`src/rtl/mxb_pkg.sv`:
```
package mxb_pkg;
    typedef enum logic [2:0] {
        S_IDLE,
        S_ALE,
        S_AHOLD,
        S_STROBE,
        S_TAIL
    } mxb_state_t;
endpackage

```
`src/rtl/mxb_bclk_gen.sv`:
```
module mxb_bclk_gen (
    input  logic clk,
    input  logic rst_n,
    input  logic start,
    output logic bclk
);
    always_ff @(posedge clk or negedge rst_n) begin
        if (!rst_n)     bclk <= 1'b0;
        else if (start) bclk <= 1'b1;
        else            bclk <= ~bclk;
    end


    bclk_alt_chk: assert property (@(posedge clk) disable iff (!rst_n)
        !start |=> (bclk != $past(bclk)));
endmodule

```
`src/rtl/mxb_strobe_timer.sv`:
```
module mxb_strobe_timer #(
    parameter int WAIT_LO = 2,
    parameter int WAIT_HI = 3
) (
    input  logic clk,
    input  logic rst_n,
    input  logic load,
    input  logic hi_sel,
    input  logic run,
    output logic last
);
    localparam int CW = $clog2(2 * WAIT_HI);
    localparam logic [CW-1:0] LD_LO = CW'(2 * WAIT_LO - 2);
    localparam logic [CW-1:0] LD_HI = CW'(2 * WAIT_HI - 2);

    logic [CW-1:0] cnt;

    always_ff @(posedge clk or negedge rst_n) begin
        if (!rst_n)                 cnt <= '0;
        else if (load)              cnt <= hi_sel ? LD_HI : LD_LO;
        else if (run && cnt != '0)  cnt <= cnt - 1'b1;
    end

    assign last = (cnt == '0);
endmodule

```
`src/rtl/mxb_wr_strobe.sv`:
```
module mxb_wr_strobe #(
    parameter bit SPLIT_WR = 1'b0,
    parameter int BW       = 2
) (
    input  logic          wr_act,
    input  logic [BW-1:0] be,
    output logic          wr_n,
    output logic          wrl_n,
    output logic          wrh_n
);
    always_comb begin
        if (SPLIT_WR) begin
            wr_n  = 1'b1;
            wrl_n = !(wr_act && be[0]);
            wrh_n = !(wr_act && be[BW-1]);
        end else begin
            wr_n  = !wr_act;
            wrl_n = 1'b1;
            wrh_n = 1'b1;
        end
    end
endmodule

```
`src/rtl/mxb_ctrl.sv`:
```
module mxb_ctrl
    import mxb_pkg::*;
#(
    parameter int AW       = 20,
    parameter int DW       = 16,
    parameter int WAIT_LO  = 2,
    parameter int WAIT_HI  = 3,
    parameter bit SPLIT_WR = 1'b0,
    localparam int BW      = DW / 8,
    localparam int HW      = AW - DW
) (
    input  logic          clk,
    input  logic          rst_n,
    input  logic          req_i,
    input  logic          we_i,
    input  logic          wait3_i,
    input  logic [AW-1:0] addr_i,
    input  logic [DW-1:0] wdata_i,
    input  logic [BW-1:0] be_i,
    output logic          busy_o,
    output logic          done_o,
    output logic [DW-1:0] rdata_o,
    output logic          bclk_o,
    output logic          cs_n_o,
    output logic          ale_o,
    output logic [DW-1:0] ad_o,
    output logic          ad_oe_o,
    input  logic [DW-1:0] ad_i,
    output logic [HW-1:0] addr_hi_o,
    output logic          bhe_n_o,
    output logic          rd_n_o,
    output logic          wr_n_o,
    output logic          wrl_n_o,
    output logic          wrh_n_o
);
    mxb_state_t state, nxt;

    logic          we_q, n3_q;
    logic [AW-1:0] addr_q;
    logic [DW-1:0] wdata_q, rdata_q;
    logic [BW-1:0] be_q;
    logic          accept, tmr_last, wr_act;

    assign accept = (state == S_IDLE) && req_i;

    mxb_bclk_gen u_bclk (
        .clk   (clk),
        .rst_n (rst_n),
        .start (accept),
        .bclk  (bclk_o)
    );

    mxb_strobe_timer #(.WAIT_LO(WAIT_LO), .WAIT_HI(WAIT_HI)) u_tmr (
        .clk    (clk),
        .rst_n  (rst_n),
        .load   (state == S_AHOLD),
        .hi_sel (n3_q),
        .run    (state == S_STROBE),
        .last   (tmr_last)
    );

    mxb_wr_strobe #(.SPLIT_WR(SPLIT_WR), .BW(BW)) u_wrs (
        .wr_act (wr_act),
        .be     (be_q),
        .wr_n   (wr_n_o),
        .wrl_n  (wrl_n_o),
        .wrh_n  (wrh_n_o)
    );

    // state register
    always_ff @(posedge clk or negedge rst_n) begin
        if (!rst_n) state <= S_IDLE;
        else        state <= nxt;
    end

    always_comb begin
        nxt = state;
        unique case (state)
            S_IDLE:   if (req_i) nxt = S_ALE;
            S_ALE:    nxt = S_AHOLD;
            S_AHOLD:  nxt = S_STROBE;
            S_STROBE: if (tmr_last) nxt = S_TAIL;
            S_TAIL:   nxt = S_IDLE;
            default:  nxt = S_IDLE;
        endcase
    end

    // request capture and read data capture
    always_ff @(posedge clk or negedge rst_n) begin
        if (!rst_n) begin
            we_q    <= 1'b0;
            n3_q    <= 1'b0;
            addr_q  <= '0;
            wdata_q <= '0;
            be_q    <= '0;
            rdata_q <= '0;
        end else begin
            if (accept) begin
                we_q    <= we_i;
                n3_q    <= wait3_i;
                addr_q  <= addr_i;
                wdata_q <= wdata_i;
                be_q    <= be_i;
            end
            if (state == S_STROBE && tmr_last && !we_q)
                rdata_q <= ad_i;
        end
    end

    assign rdata_o = rdata_q;

    // output decode
    always_comb begin
        busy_o    = 1'b1;
        done_o    = 1'b0;
        cs_n_o    = 1'b0;
        ale_o     = 1'b0;
        ad_o      = '0;
        ad_oe_o   = 1'b0;
        addr_hi_o = addr_q[AW-1:DW];
        bhe_n_o   = !be_q[BW-1];
        rd_n_o    = 1'b1;
        wr_act    = 1'b0;
        unique case (state)
            S_IDLE: begin
                busy_o    = 1'b0;
                cs_n_o    = 1'b1;
                addr_hi_o = '0;
                bhe_n_o   = 1'b1;
            end
            S_ALE: begin
                ale_o   = 1'b1;
                ad_o    = addr_q[DW-1:0];
                ad_oe_o = 1'b1;
            end
            S_AHOLD: begin
                ad_o    = addr_q[DW-1:0];
                ad_oe_o = 1'b1;
            end
            S_STROBE: begin
                rd_n_o  = we_q;
                wr_act  = we_q;
                ad_o    = we_q ? wdata_q : '0;
                ad_oe_o = we_q;
            end
            S_TAIL: begin
                done_o  = 1'b1;
                ad_o    = we_q ? wdata_q : '0;
                ad_oe_o = we_q;
            end
            default: begin
                busy_o  = 1'b0;
                cs_n_o  = 1'b1;
            end
        endcase
    end


    rd_wr_excl_chk: assert property (@(posedge clk) disable iff (!rst_n)
        !(!rd_n_o && (!wr_n_o || !wrl_n_o || !wrh_n_o)));


    rd_float_chk: assert property (@(posedge clk) disable iff (!rst_n)
        !rd_n_o |-> !ad_oe_o);


    ale_half_chk: assert property (@(posedge clk) disable iff (!rst_n)
        ale_o |=> (!ale_o && !cs_n_o && ad_oe_o));


    cs_tail_chk: assert property (@(posedge clk) disable iff (!rst_n)
        $rose(rd_n_o) |-> !cs_n_o);


    done_busy_chk: assert property (@(posedge clk) disable iff (!rst_n)
        done_o |=> (!busy_o && !done_o));
endmodule

```
`config.mk`:
```
export PLATFORM = sky130hd
export DESIGN_NAME = mxb_ctrl
export DESIGN_NICKNAME = d
export VERILOG_FILES = /design/src/rtl/mxb_pkg.sv /design/src/rtl/mxb_bclk_gen.sv /design/src/rtl/mxb_strobe_timer.sv /design/src/rtl/mxb_wr_strobe.sv /design/src/rtl/mxb_ctrl.sv
export SDC_FILE = /design/constraint.sdc
export NUM_CORES = 1
export LEC_CHECK = 0
export ABC_CLOCK_PERIOD_IN_PS = 2800
export BUFFER_PORTS_ARGS = -buffer_cell sky130_fd_sc_hd__buf_2
export CELL_PAD_IN_SITES_DETAIL_PLACEMENT = 0
export CELL_PAD_IN_SITES_GLOBAL_PLACEMENT = 1
export CORE_MARGIN = 1
export CORE_UTILIZATION = 25
export DETAILED_ROUTE_END_ITERATION = 16
export PLACE_DENSITY = 0.65
export SLEW_MARGIN = 20
export SYNTH_ARGS = -nofsm -noshare
export SYNTH_HDL_FRONTEND = slang
export SYNTH_HIERARCHICAL = 1
export SYNTH_SLANG_ARGS = --single-unit
```
`constraint.sdc`:
```
create_clock -name clk -period 2.8 [get_ports clk]
set_input_delay 0.14 -clock clk [delete_from_list [all_inputs] [get_ports clk]]
set_output_delay 0.14 -clock clk [all_outputs]
set_load 0.005 [all_outputs]
```
# After elaboration in Yosys (flattened, before gate mapping)
# Cells that the tools add are included.
totals:
  output_inout_bits: 47
  word_cells: 50
  ff_bits: 63
  in_bits: 59
classes:
  bitwise_logic: 1
  muxes: 18
  add_sub_neg: 1
  eq_ne: 6
  n_reduce_logical: 15
op_table:
  columns: ["op", "n"]
  rows:
  - ["$pmux W16 S2", 1]
  - ["$mux W16", 1]
  - ["$mux W3", 5]
  - ["$pmux W3 S4", 1]
  - ["$mux W1", 8]
  - ["$eq A3 B2 Y1 const B", 2]
  - ["$logic_not A3 Y1", 2]
  - ["$logic_and A1 B1 Y1", 4]
  - ["$mux W4", 1]
  - ["$ne A2 B2 Y1 const B", 2]
  - ["$reduce_or A2 Y1", 2]
  - ["$reduce_or A4 Y1", 1]
  - ["$eq A3 B1 Y1 const B", 1]
  - ["$eq A3 B3 Y1 const B", 1]
  - ["$logic_not A1 Y1", 3]
  - ["$reduce_bool A3 Y1", 1]
  - ["$sub A3 B1 Y3 const B", 1]
  - ["$pmux W1 S2", 1]
  - ["$reduce_and A2 Y1", 1]
  - ["$reduce_bool A2 Y1", 1]
  - ["$not A1 Y1", 1]

# Longest topological paths before layout
# Gate-level depths: netlist (run 1).
logic_depth:
  ltp_word: 4
  ltp_mapped: 7
  depth_no_buf: 6

# Cells and area by module
# Netlist (run 1), hierarchy kept.
by_module_without_submodules:
  columns: ["module", "n_inst", "area_per_inst_um2", "cells_each", "seq_area_each_um2"]
  rows:
  - ["mxb_ctrl", 1, 2612.5, 170, 1476.4]
  - ["mxb_strobe_timer", 1, 186.4, 16, 75.1]
  - ["mxb_bclk_gen", 1, 31.3, 2, 25.0]
  - ["mxb_wr_strobe", 1, 22.5, 4, 0.0]

# Worst setup path before layout (run 1)
# Ideal clock, no wire load.
synth_timing:
  kind: "reg2reg"
  startpoint: "register u_tmr.cnt[0]"
  endpoint: "register rdata_q[10], in the netlist rdata_o[10]"
  t_required_ps: 2675
  setup_slack_ps: 1024
  arrival_ps: 1651
  period_less_slack_ps: 1776
  path_buffers: 1
  path_stages_with_launch: 8
  setup_ps: 125
  cell_sequence: "dfrtp_1 inv_1 ha_1 ha_1 nand2_1 nor3_4 buf_12 mux2_4"
synth_via:
  elab_chain_cells: 3
synth_rtl:
  columns: ["item", "line_no", "source"]
  rows:
  - ["start, declared", "mxb_strobe_timer.sv:16", "logic [CW-1:0] cnt;"]
  - ["start signal, assigned", "mxb_strobe_timer.sv:20", "else if (load) cnt <= hi_sel ? LD_HI : LD_LO;"]
  - ["start signal, assigned", "mxb_strobe_timer.sv:21", "else if (run && cnt != '0) cnt <= cnt - 1'b1;"]
  - ["$logic_not A3 Y1", "mxb_strobe_timer.sv:24", "assign last = (cnt == '0);"]
  - ["net tmr_last", "mxb_ctrl.sv:42", "logic accept, tmr_last, wr_act;"]
  - ["$logic_and A1 B1 Y1 (2 in series)", "mxb_ctrl.sv:105", "if (state == S_STROBE && tmr_last && !we_q)"]
  - ["end signal, assigned", "mxb_ctrl.sv:106", "rdata_q <= ad_i;"]
  - ["end, declared", "mxb_ctrl.sv:40", "logic [DW-1:0] wdata_q, rdata_q;"]
# The timed path passes the listed nets, and every way through them passes these cells.
# A chain may end at the register's enable or synchronous reset.

# Worst setup path after layout (run 1)
layout_timing:
  startpoint: "register state[2]"
  endpoint: "output ad_oe_o"
layout_via:
  elab_chain_cells: 3
  elab_cells_between_ends: 7
  classes_between: "eq/ne: 4; mux: 1; reduce/logical: 2"
layout_rtl:
  columns: ["item", "line_no", "source"]
  rows:
  - ["start, declared", "mxb_ctrl.sv:36", "mxb_state_t state, nxt;"]
  - ["start signal, assigned", "mxb_ctrl.sv:73", "else state <= nxt;"]
  - ["$eq A3 B3 Y1, or another cell as far along", "mxb_ctrl.sv:124", "unique case (state)"]
  - ["$reduce_or A2 Y1 (no source line)", null, null]
  - ["$pmux W1 S2 *", "mxb_ctrl.sv:124", null]
  - ["end, declared", "mxb_ctrl.sv:27", "output logic ad_oe_o,"]
# Every way passes the cells marked *; elsewhere a longest branch is shown, timed or not.

==> results of run 1 <==
[placed cells by master (no fill, tap or decap)]
cell type / count
nor2b_2: 1
mux2_2: 7
nand2b_1: 4
clkinv_2: 1
ha_1: 2
bufinv_16: 1
nor3_1: 2
mux2_1: 38
buf_4: 7
clkinvlp_4: 1
and2_1: 1
and3_1: 1
mux2_4: 11
dfrtp_1: 62
dlygate4sd3_1: 5
nor2b_4: 1
or2_2: 1
nor2b_1: 4
a21oi_1: 1
o21a_1: 1
clkbuf_8: 11
and3b_2: 1
nor3b_2: 1
nor3b_4: 1
buf_2: 102
nand2_1: 1
nand2b_4: 1
conb_1: 2
o311a_2: 1
nor2_1: 6
a22o_1: 16
nand3b_1: 1
o21ai_2: 1
nor3_4: 1
xnor2_1: 3
nor3b_1: 1
clkbuf_1: 2
inv_1: 5
[repair_timing]
item                      4_1_cts  5_1_grt
hold buffers                    4        1
hold endpoints to repair       65        1
buffers inserted                0        0
[metal layers]
| metal | vias up | global-route usage | part of all wire |
|---|---|---|---|
| li1 | 893 | - | - |
| met1 | 914 | 0.131 | 0.45 |
| met2 | 68 | 0.177 | 0.47 |
| met3 | 4 | 0.0422 | 0.075 |
| met4 | 0 | 0.0499 | 0.0068 |
| met5 | - | 0 | 0 |
[cell type report]
| type | count | area [µm²] | area share |
|---|---|---|---|
| clock buffers | 13 | 159 | 0.0432 |
| clock inverters | 3 | 42.5 | 0.0116 |
| inverters | 5 | 18.8 | 0.00510 |
| multi-input cells | 112 | 1120 | 0.304 |
| flip-flops and latches | 62 | 1550 | 0.422 |
| well taps | 140 | 175 | 0.0476 |
| repair buffers | 114 | 613 | 0.167 |
[sequential cells by signal, summed over array words and instances, names as in the netlist]
signal / cells
u_tmr/cnt: 3
n3_q: 1
rdata_o: 16
state: 3
addr_q: 20
wdata_q: 16
we_q: 1
u_bclk/bclk: 1
be_q: 1
[power by group]
group          switching [W]  total [W]  internal (W)
logic               0.000703    0.00167      0.000972
registers           0.000255    0.00160       0.00134
clock network       0.000337   0.000796      0.000459
[stage by stage]
stage | cells | hold WS, ns | utilization | power [W]
after floorplan | 191 | -0.156 | - | 0.00270
after global placement | 428 | -0.0551 | 0.315 | 0.00329
after detailed placement | 428 | -0.0567 | 0.315 | 0.00333
after CTS | 448 | 0.000191 | 0.337 | 0.00417
after global routing | 449 | 0.000874 | 0.338 | 0.00441
final | 449 | 0.0266 | 0.338 | 0.00407
[path summary, 6_finish.rpt]
kind,from,endpoint,cells past startpoint
max,state[2],ad_oe_o,5
min,addr_i[6],addr_q[6],2
max reg2reg,u_tmr/cnt[0],rdata_o[2],7
min reg2reg,u_bclk/bclk,u_bclk/bclk,1
max in group asynchronous,rst_n,addr_q[2],3
min in group asynchronous,rst_n,addr_q[18],2
[worst max-delay path, stage by stage (launching register included)]
cell and delay (ns):
dfrtp_1 0.56, and3b_2 0.28, o21a_1 0.18, buf_4 0.21
or2_2 0.30, buf_2 0.13
==> results_dict.tcl, run 1 <==
set metrics [dict create \
    setup_viol 0 \
    ant_nets 0 \
    avgRoutedWirePerCell_um 13.1 \
    grt_first_pass_wirelength_um 9590 \
    ir_drop_v 0.000355 \
    overflow 0 \
    relSlewSlack 0.643 \
    cp.required_ns 2.66 \
    dieArea_um2 11700 \
    clk_path_buf_depth 2 \
    fin_area_um2 3680 \
    drive_gt1_frac 0.489 \
    fp.coreArea_um2 10900 \
    clock_skew_ns 0.00400 \
    antenna_found_initial 0 \
    report.final.slew_viol_count 0 \
    min_path_type "input port to register" \
    cap_violations 0 \
    power_leakage_nw 1.80 \
    setup_slack_ns 0.661 \
    synthToLayoutAreaGrowth_pct 30.6 \
    grtUsageTotal 0.111 \
    die_h_um 108 \
    dpl_worst_slack_ns 0.907 \
    portBuffers 102 \
    regToRegSetupSlack_ns 0.92 \
    syn_area_um2 2820 \
    cts_tree "yes" \
    numClockSinks 62 \
    vias_per_cell 4.18 \
    ys_warn_count 6 \
    cp.arrival_ns 2.00 \
    place_congestion 0.666 \
    initialDrtViolationCount 56 \
    postSynthCellCount 190 \
    initial_core_util 0.259 \
    dieWidth_um 108 \
    startpoint_type "register" \
    vias 1879 \
    p_per_area_nw_per_um2 1110 \
    ios 106 \
    path_clk_slew_ns 0.07 \
    n_antenna_cell 0 \
    path_class "register to output pin" \
    fin_crit_ns 2.14 \
    period_share 0.764 \
    htreeDepth 3 \
    drt-total-wl_um 5900 \
    dp_hpwl_um 4220 \
    fillers 1100 \
    remaining_drc_errors 0 \
    grt_pass1_vias 1954 \
    tightest_slew_ns 0.532 \
    cts_root_buffer "clkbuf_8" \
    syn_avg_cell_area_um2 14.8 \
    drt_first_pass_iters 4 \
    outcome "finished clean" \
    setup_tns_ns 0 \
    hold_viol_final 0 \
    placed_area_um2 3430 \
    clock_latency_ns 0.33 \
    cts_buffers 9 \
    ctsResizeCount 0 \
    rsz0062_at_grt "no" \
    grt_max_degree 33 \
    rows 38 \
    cp-end-kind "output pin" \
    nets 365 \
    crit_path_max_fanout 17 \
    max_freq_mhz 467 \
]
(Power assumes the default switching activity.)
==> inputs of run 2 (changes only) <==
- ABC_CLOCK_PERIOD_IN_PS: 2800 -> 2060
- clock period: 2.8 -> 2.06 ns (I/O delays scaled with it)
==> results_dict.tcl, run 2 (synthesis gave the netlist of run 1 again) <==
set metrics [dict create \
    fin_hold_ws_ns 0.169 \
    path_class "register to output pin" \
    cap_violations 0 \
    rr_startpoint "u_tmr/cnt[0]" \
    clk_path_buf_depth 2 \
    drive_gt1_frac 0.434 \
    ir_drop_v 0.000492 \
    die_h_um 108 \
    fp.coreArea_um2 10900 \
    n_antenna_cell 0 \
    largest_reg_flops 20 \
    mostFrequentLayoutCells "102 x buf_2, 60 x dfrtp_1, 56 x dlygate4sd3_1" \
    cts_buffers 9 \
    outcome "finished clean" \
    vias_per_cell 4.15 \
    relSlewSlack 0.660 \
    largest-register "addr_q" \
    layout_commonest_cell "buf_2" \
    initial_core_util 0.259 \
    placed_area_um2 3460 \
    slowest_stage "dfrtp_2" \
    reg2regPathDepth 7 \
    nets 420 \
    critical_path.endpoint "ad_oe_o" \
    numClockSinks 62 \
    ant_nets 0 \
    max_freq_mhz 509 \
    ios 106 \
    cp.arrival_ns 1.86 \
    place_congestion 0.656 \
    startpoint_type "register" \
    avgRoutedWirePerCell_um 13.2 \
    hold_viol_final 0 \
    antenna_found_initial 0 \
    cp-startpoint "state[0]" \
    overflow 0 \
    clock_latency_ns 0.34 \
    report.final.slew_viol_count 0 \
    cp-end-kind "output pin" \
    grt_pass1_vias 2132 \
    htreeDepth 3 \
    fin_area_um2 4250 \
    cp.required_ns 1.96 \
    dieWidth_um 108 \
    synthToLayoutAreaGrowth_pct 50.7 \
    r2r_end "rdata_o[2]" \
    grt_max_degree 63 \
    drt_first_pass_iters 3 \
    dp_hpwl_um 4140 \
    critPathMaxStageDelay_ns 0.45 \
    rsz0062_at_grt "no" \
    dieArea_um2 11700 \
    whs_path_depth 4 \
    setup_tns_ns 0 \
    grt_first_pass_wirelength_um 10700 \
    path_clk_slew_ns 0.06 \
    p_per_area_nw_per_um2 1350 \
    crit_path_max_fanout 17 \
    setup_viol 0 \
    drt-total-wl_um 6650 \
    regToRegSetupSlack_ns 0.27 \
    power_leakage_nw 2.04 \
    remaining_drc_errors 0 \
    cts_root_buffer "clkbuf_8" \
    crit_chain "and3b_2 -> o21a_1 -> buf_4 -> or2_2 -> buf_2" \
    tightest_slew_ns 0.506 \
    rows 38 \
    vias 2091 \
    min_path_type "input port to register" \
    period_share 0.954 \
    initialDrtViolationCount 43 \
    portBuffers 102 \
    grtUsageTotal 0.123 \
    fin_crit_ns 1.96 \
    clock_skew_ns 0.00761 \
    cts_tree "yes" \
]
## run 2: report_power, final
part	internal [W]	switching, W
logic	0.00144	0.00105
registers	0.00183	0.000318
clock network	0.000624	0.000465
## run 2: timing repair
| item | 4_1_cts | 5_1_grt |
|---|---|---|
| hold endpoints to repair | 117 | 0 |
| setup buffers | 0 | 3 |
| hold buffers | 56 | 0 |
| resized for setup | 1 | 2 |
| setup endpoints to repair | 11 | 15 |
| pin swaps | 0 | 0 |
## run 2: metal layers
metal | GRT usage | part of all wire | vias up
li1 | - | - | 1001
met1 | 0.152 | 0.46 | 1007
met2 | 0.193 | 0.47 | 70
met3 | 0.0289 | 0.053 | 13
met4 | 0.0773 | 0.025 | 0
met5 | 0 | 0 | -
## run 2: critical path, delay by kind of cell (launching register included)
family | cells | cell delay, ns
flip-flops | 1 | 0.45
buffers and inverters | 2 | 0.34
AND/OR/NAND/NOR | 2 | 0.56
AO/OA/AOI/OAI | 1 | 0.19
## run 2: stage by stage
step | utilization | power [W] | instances | setup slack, ns
after floorplan | - | 0.00367 | 191 | 0.284
after global placement | 0.318 | 0.00450 | 429 | 0.256
after detailed placement | 0.318 | 0.00456 | 429 | 0.253
after CTS | 0.388 | 0.00578 | 501 | 0.0115
after global routing | 0.390 | 0.00620 | 504 | 0.0193
final | 0.390 | 0.00572 | 504 | 0.0957
## run 2: how the worst min path moves through the flow
stage | startpoint | end
floorplan | rst_n | addr_q[0]
global placement | rst_n | addr_q[18]
detailed placement | rst_n | addr_q[18]
CTS | req_i | state[0]
global route | req_i | state[0]
finish | req_i | state[0]
## run 2: cell type report
class	count	area, µm²
fill	1024	6640
clock buffer	13	159
multi-input combinational	112	1120
inverter	5	18.8
timing repair buffer	169	1180
sequential	62	1550
clock inverter	3	42.5
tap	140	175
==> inputs of run 3 (changes only) <==
- ABC_CLOCK_PERIOD_IN_PS: 2060 -> 1900
- clock period: 2.06 -> 1.9 ns (I/O delays scaled with it)
==> results_dict.tcl, run 3 (synthesis gave the netlist of run 1 again) <==
set metrics [dict create \
    postLayoutCoreUtil 0.400 \
    cp.arrival_ns 2.06 \
    avgRoutedWirePerCell_um 13.0 \
    rows 38 \
    r2r_end "wdata_q[15]" \
    cts_buffers 9 \
    dieWidth_um 108 \
    portBuffers 102 \
    fp.coreArea_um2 10900 \
    largest_reg_flops 20 \
    rr_startpoint "state[0]" \
    initial_core_util 0.259 \
    grt_first_pass_wirelength_um 10400 \
    die_h_um 108 \
    clk_path_buf_depth 2 \
    max_freq_mhz 547 \
    antenna_found_initial 0 \
    layout_commonest_cell "buf_2" \
    ant_nets 0 \
    numClockSinks 62 \
    mostFrequentLayoutCells "102 x buf_2, 59 x dfrtp_1, 56 x dlygate4sd3_1" \
    crit_chain "buf_6 -> buf_4 -> nor2b_2 -> nor3b_4 -> buf_4 -> clkbuf_16 -> mux2_1" \
    period_share 0.962 \
    clock_skew_ns 0.00463 \
    clock_latency_ns 0.35 \
    dpl_worst_slack_ns 0.189 \
    regToRegSetupSlack_ns 0.07 \
    path_class "register to register" \
    power_leakage_nw 2.08 \
    dp_hpwl_um 4110 \
    cts_root_buffer "clkbuf_8" \
    fillers 1064 \
    nets 426 \
    cap_violations 0 \
    reg2regPathDepth 7 \
    remaining_drc_errors 0 \
    finalPower_w 0.00620 \
    multiInputGateArea_um2 1140 \
    vias_per_cell 4.14 \
    htreeDepth 3 \
    grtUsageTotal 0.120 \
    drt-total-wl_um 6610 \
    critPathMaxStageDelay_ns 0.44 \
    path_clk_slew_ns 0.07 \
    min_to "state[0]" \
    ir_drop_v 0.000515 \
    report.final.slew_viol_count 0 \
    grt_pass1_vias 2124 \
    cp-end-kind "register" \
    cp.required_ns 2.13 \
    ff_latch_area_um2 1560 \
    setup_tns_ns 0 \
    overflow 0 \
    synthToLayoutAreaGrowth_pct 54.5 \
    initialDrtViolationCount 52 \
    fin_hold_ws_ns 0.140 \
    outcome "finished clean" \
    hold_start "req_i" \
    min_path_type "input port to register" \
    dieArea_um2 11700 \
    drive_gt1_frac 0.454 \
    slowest_stage "dfrtp_2" \
    whs_path_depth 4 \
    ios 106 \
    setup_viol 0 \
    n_antenna_cell 0 \
    crit_path_max_fanout 10 \
    vias 2112 \
    setup_slack_ns 0.0730 \
    largest-register "addr_q" \
    fin_crit_ns 1.83 \
    timing.critical_path.mode_cell "buf_4" \
    grt_max_degree 63 \
    hold_viol_final 0 \
    cts_tree "yes" \
    p_per_area_nw_per_um2 1430 \
    drt_first_pass_iters 4 \
    startpoint_type "register" \
    place_congestion 0.684 \
]
==> run 3: where the power goes <==
group / switching, W / internal (W)
combinational: 0.00116 / 0.00172
sequential: 0.000332 / 0.00198
clock: 0.000510 / 0.000502
total: 0.00200 / 0.00420
==> run 3: routing by layer <==
layer / global-route usage / wire [µm] / vias up
li1: - / - / 1017
met1: 0.140 / 2860 / 1013
met2: 0.194 / 3220 / 71
met3: 0.0344 / 376 / 11
met4: 0.0763 / 161 / 0
met5: 0 / 0 / -
==> run 3: worst max path at each step <==
stage	startpoint	to	slack (ns)	depth (start not counted)
after floorplan	u_tmr/cnt[0]	rdata_o[10]	0.12	7
after global placement	u_tmr/cnt[0]	rdata_o[15]	0.19	7
after detailed placement	u_tmr/cnt[0]	rdata_o[3]	0.19	7
after CTS	state[0]	ad_o[1]	0.02	5
after global routing	state[0]	addr_q[16]	-0.02	7
final	state[0]	wdata_q[15]	0.07	7
==> run 3: worst max-delay path, delay by kind of cell, from the launching register on <==
| kind | cells | cell delay, ns |
|---|---|---|
| simple gates | 2 | 0.34 |
| buf+inv | 4 | 0.60 |
| mux | 1 | 0.32 |
| flops | 1 | 0.44 |
==> run 3: cell type report <==
class | count | area share
timing repair buffer | 175 | 0.297
multi-input combinational | 112 | 0.262
sequential | 62 | 0.357
clock inverter | 4 | 0.00518
inverter | 5 | 0.00431
tap | 140 | 0.0403
clock buffer | 12 | 0.0334
==> run 3: repair_timing <==
| action | in CTS | in global routing |
|---|---|---|
| endpoints found under the hold margin | 117 | 0 |
| gates cloned | 0 | 1 |
| pin swaps | 0 | 2 |
| resized for setup | 6 | 8 |
| setup buffers | 5 | 2 |
| hold buffers | 56 | 0 |
| endpoints found under the setup margin | 17 | 56 |
==> run 3: stage by stage <==
| step | std cells | cell area [µm²] |
|---|---|---|
| 2_1_floorplan | 191 | 2820 |
| 3_3_place_gp | 430 | 3490 |
| 3_5_place_dp | 430 | 3490 |
| 4_1_cts | 507 | 4280 |
| 5_1_grt | 510 | 4350 |
| 6_report | 510 | 4350 |
